===== src/rtl/lfs_pkg.sv =====
// Shared types for the link frame synchronizer.
// Assumes: none beyond the defaults below.
package lfs_pkg;
    typedef enum logic {
        FS_HUNT = 1'b0,
        FS_SYNC = 1'b1
    } fs_state_e;

    localparam int ERR_FRAME = 0;
    localparam int ERR_COMMA = 1;
    localparam int ERR_LOCK  = 2;
    localparam int NUM_ERR   = 3;
endpackage


===== src/rtl/lfs_framer.sv =====
// Frame boundary tracker: hunts for a fill word, then counts data words
// modulo FRAME_LEN and forwards them with index and start-of-frame marks.
// Assumes: fills are legal only when the next index is 0.
module lfs_framer
    import lfs_pkg::*;
#(
    parameter int WORD_W    = 32,
    parameter int FRAME_LEN = 7,
    localparam int IDX_W    = $clog2(FRAME_LEN)
) (
    input  logic              clk,
    input  logic              rst_n,
    input  logic              link_up,
    input  logic              in_valid,
    input  logic [WORD_W-1:0] in_word,
    input  logic              in_is_fill,
    output logic              out_valid,
    output logic [WORD_W-1:0] out_word,
    output logic [IDX_W-1:0]  out_idx,
    output logic              out_sof,
    output logic              locked,
    output logic              frame_err_evt
);
    localparam logic [IDX_W-1:0] LAST_IDX = IDX_W'(FRAME_LEN - 1);

    fs_state_e        state_q;
    logic [IDX_W-1:0] idx_q;
    logic             take_data;

    // Decode this cycle's word against the frame position.
    always_comb begin
        take_data     = link_up && in_valid && !in_is_fill && (state_q == FS_SYNC);
        frame_err_evt = link_up && in_valid && in_is_fill &&
                        (state_q == FS_SYNC) && (idx_q != '0);
    end

    // Lock state and word position within the frame.
    always_ff @(posedge clk) begin
        if (!rst_n) begin
            state_q <= FS_HUNT;
            idx_q   <= '0;
        end else if (!link_up) begin
            state_q <= FS_HUNT;
            idx_q   <= '0;
        end else if (in_valid && in_is_fill) begin
            if (state_q == FS_HUNT) begin
                state_q <= FS_SYNC;
                idx_q   <= '0;
            end else if (frame_err_evt) begin
                state_q <= FS_HUNT;
                idx_q   <= '0;
            end
        end else if (take_data) begin
            idx_q <= (idx_q == LAST_IDX) ? '0 : idx_q + 1'b1;
        end
    end

    // Output register for forwarded data words.
    always_ff @(posedge clk) begin
        if (!rst_n) begin
            out_valid <= 1'b0;
            out_word  <= '0;
            out_idx   <= '0;
            out_sof   <= 1'b0;
        end else begin
            out_valid <= take_data;
            if (take_data) begin
                out_word <= in_word;
                out_idx  <= idx_q;
                out_sof  <= (idx_q == '0);
            end
        end
    end

    assign locked = (state_q == FS_SYNC);

    AST_NO_OUT_WHILE_HUNTING: assert property (@(posedge clk) disable iff (!rst_n)
        (state_q == FS_HUNT) |=> !out_valid);
    AST_IDX_IN_RANGE: assert property (@(posedge clk) disable iff (!rst_n)
        out_valid |-> (out_idx <= LAST_IDX));
    AST_MIDFRAME_FILL_DROPS: assert property (@(posedge clk) disable iff (!rst_n)
        frame_err_evt |=> !locked);
    AST_LINK_DOWN_UNLOCKS: assert property (@(posedge clk) disable iff (!rst_n)
        !link_up |=> !locked);
endmodule


===== src/rtl/lfs_link_monitor.sv =====
// Link health watcher: counts data words between fills, detects loss of
// deserializer lock, and stretches word arrivals into an activity status.
// Assumes: GAP_LIMIT >= 1 and ACT_HOLD >= 1.
module lfs_link_monitor #(
    parameter int GAP_LIMIT = 100,
    parameter int ACT_HOLD  = 4,
    localparam int GAP_W    = $clog2(GAP_LIMIT + 1),
    localparam int ACT_W    = $clog2(ACT_HOLD + 1)
) (
    input  logic clk,
    input  logic rst_n,
    input  logic link_up,
    input  logic in_valid,
    input  logic in_is_fill,
    output logic comma_err_evt,
    output logic lock_err_evt,
    output logic data_active
);
    localparam logic [GAP_W-1:0] GAP_MAX  = GAP_W'(GAP_LIMIT);
    localparam logic [ACT_W-1:0] ACT_LOAD = ACT_W'(ACT_HOLD);

    logic [GAP_W-1:0] gap_q;
    logic [ACT_W-1:0] act_q;
    logic             link_prev_q;

    // Events seen this cycle.
    always_comb begin
        comma_err_evt = link_up && in_valid && !in_is_fill && (gap_q == GAP_MAX);
        lock_err_evt  = link_prev_q && !link_up;
    end

    // Consecutive data words since the last fill, saturating at the limit.
    always_ff @(posedge clk) begin
        if (!rst_n || !link_up) begin
            gap_q <= '0;
        end else if (in_valid) begin
            if (in_is_fill)
                gap_q <= '0;
            else if (gap_q != GAP_MAX)
                gap_q <= gap_q + 1'b1;
        end
    end

    // Previous lock level for edge detection.
    always_ff @(posedge clk) begin
        if (!rst_n) link_prev_q <= 1'b0;
        else        link_prev_q <= link_up;
    end

    // Activity hold counter, reloaded by every arriving word.
    always_ff @(posedge clk) begin
        if (!rst_n)             act_q <= '0;
        else if (in_valid)      act_q <= ACT_LOAD;
        else if (act_q != '0)   act_q <= act_q - 1'b1;
    end

    assign data_active = (act_q != '0);

    AST_FILL_CLEARS_GAP: assert property (@(posedge clk) disable iff (!rst_n)
        (link_up && in_valid && in_is_fill) |=> (gap_q == '0));
    AST_WORD_MAKES_ACTIVE: assert property (@(posedge clk) disable iff (!rst_n)
        in_valid |=> data_active);
endmodule


===== src/rtl/lfs_err_latch.sv =====
// Sticky error flags: each bit sets on its event and clears on the clear
// strobe; a set in the same cycle wins.
// Assumes: events are single-cycle or level, either is fine.
module lfs_err_latch #(
    parameter int N = 3
) (
    input  logic         clk,
    input  logic         rst_n,
    input  logic [N-1:0] set_evt,
    input  logic         clear,
    output logic [N-1:0] flags
);
    for (genvar g = 0; g < N; g++) begin : g_flag
        // One sticky bit.
        always_ff @(posedge clk) begin
            if (!rst_n)          flags[g] <= 1'b0;
            else if (set_evt[g]) flags[g] <= 1'b1;
            else if (clear)      flags[g] <= 1'b0;
        end

        AST_FLAG_STICKY: assert property (@(posedge clk) disable iff (!rst_n)
            (flags[g] && !clear) |=> flags[g]);
        AST_FLAG_CLEARS: assert property (@(posedge clk) disable iff (!rst_n)
            (clear && !set_evt[g]) |=> !flags[g]);
    end
endmodule


===== src/rtl/link_frame_sync.sv =====
// Top of the link frame synchronizer: ties the framer, the link monitor
// and the sticky error flags together.
// Assumes: one word per clock at most, already 8b/10b decoded.
module link_frame_sync
    import lfs_pkg::*;
#(
    parameter int WORD_W    = 32,
    parameter int FRAME_LEN = 7,
    parameter int GAP_LIMIT = 100,
    parameter int ACT_HOLD  = 4,
    localparam int IDX_W    = $clog2(FRAME_LEN)
) (
    input  logic              clk,
    input  logic              rst_n,
    input  logic              serdes_locked,
    input  logic              in_valid,
    input  logic [WORD_W-1:0] in_word,
    input  logic              in_is_fill,
    input  logic              clear_errors,
    output logic              out_valid,
    output logic [WORD_W-1:0] out_word,
    output logic [IDX_W-1:0]  out_idx,
    output logic              out_sof,
    output logic              frame_locked,
    output logic              data_active,
    output logic              frame_err,
    output logic              comma_err,
    output logic              lock_err
);
    logic               frame_evt;
    logic               comma_evt;
    logic               lock_evt;
    logic [NUM_ERR-1:0] evt_vec;
    logic [NUM_ERR-1:0] flag_vec;

    lfs_framer #(
        .WORD_W    (WORD_W),
        .FRAME_LEN (FRAME_LEN)
    ) u_framer (
        .clk           (clk),
        .rst_n         (rst_n),
        .link_up       (serdes_locked),
        .in_valid      (in_valid),
        .in_word       (in_word),
        .in_is_fill    (in_is_fill),
        .out_valid     (out_valid),
        .out_word      (out_word),
        .out_idx       (out_idx),
        .out_sof       (out_sof),
        .locked        (frame_locked),
        .frame_err_evt (frame_evt)
    );

    lfs_link_monitor #(
        .GAP_LIMIT (GAP_LIMIT),
        .ACT_HOLD  (ACT_HOLD)
    ) u_monitor (
        .clk           (clk),
        .rst_n         (rst_n),
        .link_up       (serdes_locked),
        .in_valid      (in_valid),
        .in_is_fill    (in_is_fill),
        .comma_err_evt (comma_evt),
        .lock_err_evt  (lock_evt),
        .data_active   (data_active)
    );

    // Gather the error events into the latch vector.
    always_comb begin
        evt_vec            = '0;
        evt_vec[ERR_FRAME] = frame_evt;
        evt_vec[ERR_COMMA] = comma_evt;
        evt_vec[ERR_LOCK]  = lock_evt;
    end

    lfs_err_latch #(
        .N (NUM_ERR)
    ) u_errs (
        .clk     (clk),
        .rst_n   (rst_n),
        .set_evt (evt_vec),
        .clear   (clear_errors),
        .flags   (flag_vec)
    );

    assign frame_err = flag_vec[ERR_FRAME];
    assign comma_err = flag_vec[ERR_COMMA];
    assign lock_err  = flag_vec[ERR_LOCK];

    AST_SOF_MATCHES_IDX: assert property (@(posedge clk) disable iff (!rst_n)
        (out_valid && out_sof) |-> (out_idx == '0));
endmodule


===== config.mk =====
export PLATFORM = sky130hd
export DESIGN_NAME = link_frame_sync
export DESIGN_NICKNAME = d
export VERILOG_FILES = /design/src/rtl/lfs_pkg.sv /design/src/rtl/lfs_framer.sv /design/src/rtl/lfs_link_monitor.sv /design/src/rtl/lfs_err_latch.sv /design/src/rtl/link_frame_sync.sv
export SDC_FILE = /design/constraint.sdc
export NUM_CORES = 1
export LEC_CHECK = 0
export ABC_CLOCK_PERIOD_IN_PS = 1200
export BUFFER_PORTS_ARGS = -buffer_cell sky130_fd_sc_hd__buf_4
export CORE_MARGIN = 2
export CORE_UTILIZATION = 25
export CTS_CLUSTER_DIAMETER = 30
export DETAILED_ROUTE_END_ITERATION = 16
export GPL_TIMING_DRIVEN = 0
export SYNTH_ARGS = -nofsm -noshare
export SYNTH_HDL_FRONTEND = slang
export SYNTH_SLANG_ARGS = --single-unit

===== constraint.sdc =====
create_clock -name clk -period 1.2 [get_ports clk]
set_input_delay 0.12 -clock clk [delete_from_list [all_inputs] [get_ports clk]]
set_output_delay 0.12 -clock clk [all_outputs]
set_load 0.005 [all_outputs]

# --- Word-level counts from Yosys, hierarchy flattened ---
# Cells that the tools add are included.
word_totals:
  register_bits: 55
  input_bits: 38
  output_inout_bits: 42
  elab_cells: 62
op_classes:
  add_sub_neg: 3
  eq_ne: 4
  muxes: 15
  n_bitwise: 1
  reduce_logical: 26
ops:
  columns: ["cell", "n"]
  rows:
  - ["two-way mux 3 bit", 7]
  - ["two-way mux 7 bit", 2]
  - ["nonzero test 2 bit", 6]
  - ["logical AND 1 bit", 9]
  - ["adder 7 x 1 -> 7 bit (second input constant)", 1]
  - ["equality test 7 bit (second input constant)", 1]
  - ["inequality test 7 bit (second input constant)", 1]
  - ["two-way mux 1 bit", 6]
  - ["AND reduction 2 bit", 3]
  - ["nonzero test 3 bit", 2]
  - ["adder 3 x 1 -> 3 bit (second input constant)", 1]
  - ["equality test 3 bit (second input constant)", 1]
  - ["zero test 1 bit", 3]
  - ["zero test 3 bit", 1]
  - ["inequality test 3 bit (second input constant)", 1]
  - ["subtractor 3 x 1 -> 3 bit (second input constant)", 1]
  - ["OR reduction 2 bit", 1]
  - ["logical OR 1 bit", 1]
  - ["NOT 1 bit", 1]

# --- Depth between registers and ports, before layout ---
logic_depth:
  ltp_word: 7
  ltp_mapped: 6
  depth_no_buf: 6

# --- Hierarchy ---
# From an unflattened synthesis, not the netlist that was laid out.
unflattened:
  hier_cells: 263
  area_unflattened_um2: 2282.2
by_module_without_submodules:
  columns: ["mod", "instances", "cells_each", "area_per_inst_um2", "seq_area_each_um2"]
  rows:
  - ["lfs_framer", 1, 183, 1582.8, 820.8]
  - ["lfs_link_monitor", 1, 71, 598.1, 220.2]
  - ["lfs_err_latch", 1, 9, 101.3, 60.1]

# --- Least setup slack after synthesis ---
# Ideal clock, no wire load.
synth_timing:
  path_kind: "register -> register"
  start: "reg u_monitor.gap_q[0]"
  end: "reg u_monitor.gap_q[6]"
  setup_ps: 70
  t_arrival_ps: 1148
  required_time_ps: 1130
  path_slack_ps: -17
  stages_incl_launch_ff: 5
  n_path_buf: 0
  period_less_slack_ps: 1217
  path_cell_list: "dfxtp_1 -> ha_1 -> nand3_1 -> or3_1 -> a21oi_1"
synth_between:
  elab_chain_cells: 3
  word_cells_on_any_way: 6
  classes_between: "add/sub (1); eq/ne (1); mux (2); reduce/logical (2)"
synth_rtl:
  columns: ["item", "line_no", "source"]
  rows:
  - ["start, declared", "lfs_link_monitor.sv:22", "logic [GAP_W-1:0] gap_q;"]
  - ["start signal, assigned", "lfs_link_monitor.sv:40", "gap_q <= gap_q + 1'b1;"]
  - ["adder 7 x 1 -> 7 bit / inequality test 7 bit (equally long branches)", "lfs_link_monitor.sv:40, lfs_link_monitor.sv:39", null]
  - ["two-way mux 7 bit / nonzero test 2 bit (equally long branches)", null, null]
  - ["two-way mux 7 bit / AND reduction 2 bit (equally long branches)", null, null]
# Several ways; a longest one is shown, not always the timed one. The select of a mux whose other input is x is not followed.
# A chain may end at the register's enable or synchronous reset.

# --- Final worst setup path ---
layout_timing:
  start: "reg u_monitor.act_q[1]"
  end: "out data_active"
layout_between:
  elab_chain_cells: 1
layout_rtl:
  columns: ["item", "line_no", "source"]
  rows:
  - ["start, declared", "lfs_link_monitor.sv:23", "logic [ACT_W-1:0] act_q;"]
  - ["start signal, assigned", "lfs_link_monitor.sv:54", "else if (act_q != '0) act_q <= act_q - 1'b1;"]
  - ["nonzero test 3 bit", "lfs_link_monitor.sv:57", "assign data_active = (act_q != '0);"]
  - ["end, declared", "link_frame_sync.sv:25", "output logic data_active,"]
# No other way between the ends.

==> impl_metrics.ini <==
[cts]
htree_levels = 2
clk_latency_ns = 0.31
clkSinkCount = 55
cts_max_path_buffers = 2
cts_root_buffer = clkbuf_8
cts_buffers = 5
cts.clk_slew.worst_paths_ns = 0.11
cts_tree = done

[global_routing]
antenna_found_initial = 0
grt-ovfl-total = 0
grt_pass1_vias = 2015
grt_pass1_wl_mm = 9.48
grt.total_usage_pct = 11.7
grt_max_degree = 18

[sta]
rsz0062_at_grt = true
max_slew_margin_pct = 61.4
setup_viol = 3
hold_slack_ns = 0.0466
skew_ns = 0.0116
fin_ws_ns = -0.0596
drv_slew = 0
fin_tns_setup_ns = -0.158
period_share_pct = 105
layout_min_cycle_time_ns = 1.26
max_freq_ghz = 0.794
worst_pin_slew_ns = 0.579
hold_viol_final = 0

[worst_setup_path]
critPathLaunchType = register
reg2reg_to = u_monitor.gap_q[1]
crit_type = reg2out
crit_fanout = 2
cp.arrival_ns = 1.14
rr_startpoint = u_monitor.gap_q[4]
cp-end-kind = output port
cp_slowest_cell = dfxtp_2
rrSetupSlack_ns = -0.05
cp_data_required_time_ns = 1.08
crit_chain = inv_2, ha_4, ha_4, inv_2, buf_6
slowest_delay_ns = 0.35
r2r.worst_path.cells = 3

[logic_synthesis]
synth_edf_count = 0
ys_seq_area_share_pct = 48.3
synth_seq_cells = 55
yosysWarningCount = 0
synthesis.nets = 308
avgSynthCellArea_sq_um = 8.60
synth_area_sq_mm = 0.00228
yosysUniqueCellTypes = 42
synth_ff_type = dfxtp_1
netlist_instances = 265
async_reset_ff_share_pct = 0

[floorplanning]
floorplan.initialDensity_pct = 26.0
die_w_um = 99.5
die-area_sq_mm = 0.00990
die_h_um = 99.5
rows = 34
core_area_sq_mm = 0.00876
io_pins = 80

[route]
num_vias = 2155
dr.pass1.iters = 4
wl_per_cell_um = 12.7
ant_nets = 0
wirelength_mm = 6.02
initialDrtViolationCount = 62
drc = 0
viasPerCell = 4.54

[finish]
syn_to_final_growth_pct = 54.7
finalInstanceArea_sq_mm = 0.00353
antenna_cells = 0
drive_gt1_share_pct = 43.9
layout.nets = 409

[hold_path]
hold_depth = 3
min_path_type = in2reg
min_to = u_framer.out_word[15]
min-delay-start = in_word[15]

[outcome]
status = complete, but fails checks
violations = setup timing

[flow_run]
cap_violations = 0

[placed_design]
dpl.hpwl_mm = 4.20
post_dp_cell_area_sq_mm = 0.00301
place_ws_ns = -0.188
gp_congestion = 0.739
io_buffers = 79

[power]
finalPower_uw = 3260
leakagePower_uw = 0.00142
powerDensity_mw_per_mm2 = 923
ir_drop_mv = 0.411
==> worst max path at each step <==
stage / start / endpoint / slack, ns / depth (start not counted)
2_1_floorplan: u_framer.locked / u_framer.idx_q[1] / 0.00001 / 4
3_3_place_gp: u_framer.locked / u_framer.out_word[30] / -0.17 / 4
3_5_place_dp: u_framer.locked / u_framer.out_word[17] / -0.19 / 5
4_1_cts: u_monitor.act_q[1] / data_active / -0.07 / 5
5_1_grt: u_monitor.gap_q[4] / u_monitor.gap_q[1] / -0.13 / 3
6_report: u_monitor.act_q[1] / data_active / -0.06 / 5
==> area by class of cell <==
type / count / area, sq um
clock buffers: 5 / 68.8
repair buffers: 94 / 756
inverters: 11 / 46.3
flip-flops and latches: 55 / 1120
clock inverters: 3 / 18.8
multi-input cells: 185 / 1270
well taps: 108 / 135
fillers: 853 / 5240
plain buffers: 14 / 114
==> layer usage <==
| metal | share of wire, % | up-vias | wire length [um] | global-route usage [%] |
|---|---|---|---|---|
| met2 | 50 | 48 | 3010 | 19.9 |
| met5 | 0 | - | 0 | 0 |
| met1 | 44 | 1007 | 2640 | 14.6 |
| met4 | 0.90 | 0 | 54 | 3.79 |
| li1 | - | 1093 | - | - |
| met3 | 5.2 | 7 | 311 | 2.81 |
==> kinds of logic (layout without fill, tap and decap cells) <==
kind of cell / Yosys count / in the layout / share of synthesized area [%]
AO/OA/AOI/OAI: 68 / 68 / 21.1
XOR/XNOR: 1 / 1 / 0.384
adder cells (fa/ha/maj): 5 / 5 / 2.74
buffers and inverters: 25 / 127 / 5.10
flip-flops: 55 / 55 / 48.3
multiplexers: 1 / 1 / 0.439
AND/OR/NAND/NOR: 110 / 110 / 21.9
==> sequential cells by signal, summed over array words and instances, names as in the netlist <==
signal	cells
u_errs.flags	3
u_framer.idx_q	3
u_framer.locked	1
u_framer.out_idx	3
u_framer.out_sof	1
u_framer.out_valid	1
u_framer.out_word	32
u_monitor.act_q	3
u_monitor.gap_q	7
u_monitor.link_prev_q	1
==> what timing repair did <==
action / in CTS / in global routing
gates resized for setup: 41 / 44
hold buffers: 0 / 0
setup buffers: 11 / 3
gates cloned: 0 / 1
endpoints found under the hold margin: 0 / 0
pin swaps: 9 / 18
setup endpoints to repair: 50 / 45
==> cells in the final DEF (no fill, tap or decap), types with 3 or more instances in the layout <==
cell and instances:
buf_4 90, nand2_1 69, dfxtp_1 47, a21boi_0 19
a21boi_2 9, a21boi_1 9, a21oi_1 9, buf_6 8
nand2_2 8, inv_1 6, clkbuf_1 5, o21ai_0 5
clkbuf_8 5, nand2_4 4, nor2b_1 4, nor2_1 4
ha_4 4, dfxtp_4 4, dfxtp_2 4, inv_2 3
or3_1 3, o21a_1 3, a31oi_1 3
==> cells in the mapped netlist (3+ instances only) <==
master    instances  area, sq um
o21a_1            3         22.5
o21ai_0           6         30.0
a31oi_1           3         18.8
nand3_1           3         15.0
a21boi_1         10         75.1
dfxtp_1          55         1100
ha_1              5         62.6
inv_1            11         41.3
buf_2             6         30.0
nor2b_1           4         25.0
nand2_1          81          304
or3_1             3         18.8
clkbuf_1          5         18.8
a21oi_1          10         50.1
nor2_1            4         15.0
a21boi_0         27          203
==> through the flow <==
stage	util (%)	instances
2_1_floorplan	-	265
6_report	40.2	475
4_1_cts	38.3	471
3_5_place_dp	34.4	452
3_3_place_gp	34.4	452
5_1_grt	40.2	475
==> report_power, final <==
group | total (uW) | switching, uW | internal, uW
combinational | 376 | 161 | 215
sequential | 1850 | 15.1 | 1840
clock | 1030 | 613 | 413
==> critical path: cells and delay by family (launching register included) <==
family,cells,cell delay (ns)
buf+inv,3,0.18
fa+ha+maj,2,0.32
flops,1,0.35
Note: power is estimated with default switching activity, not from simulation.
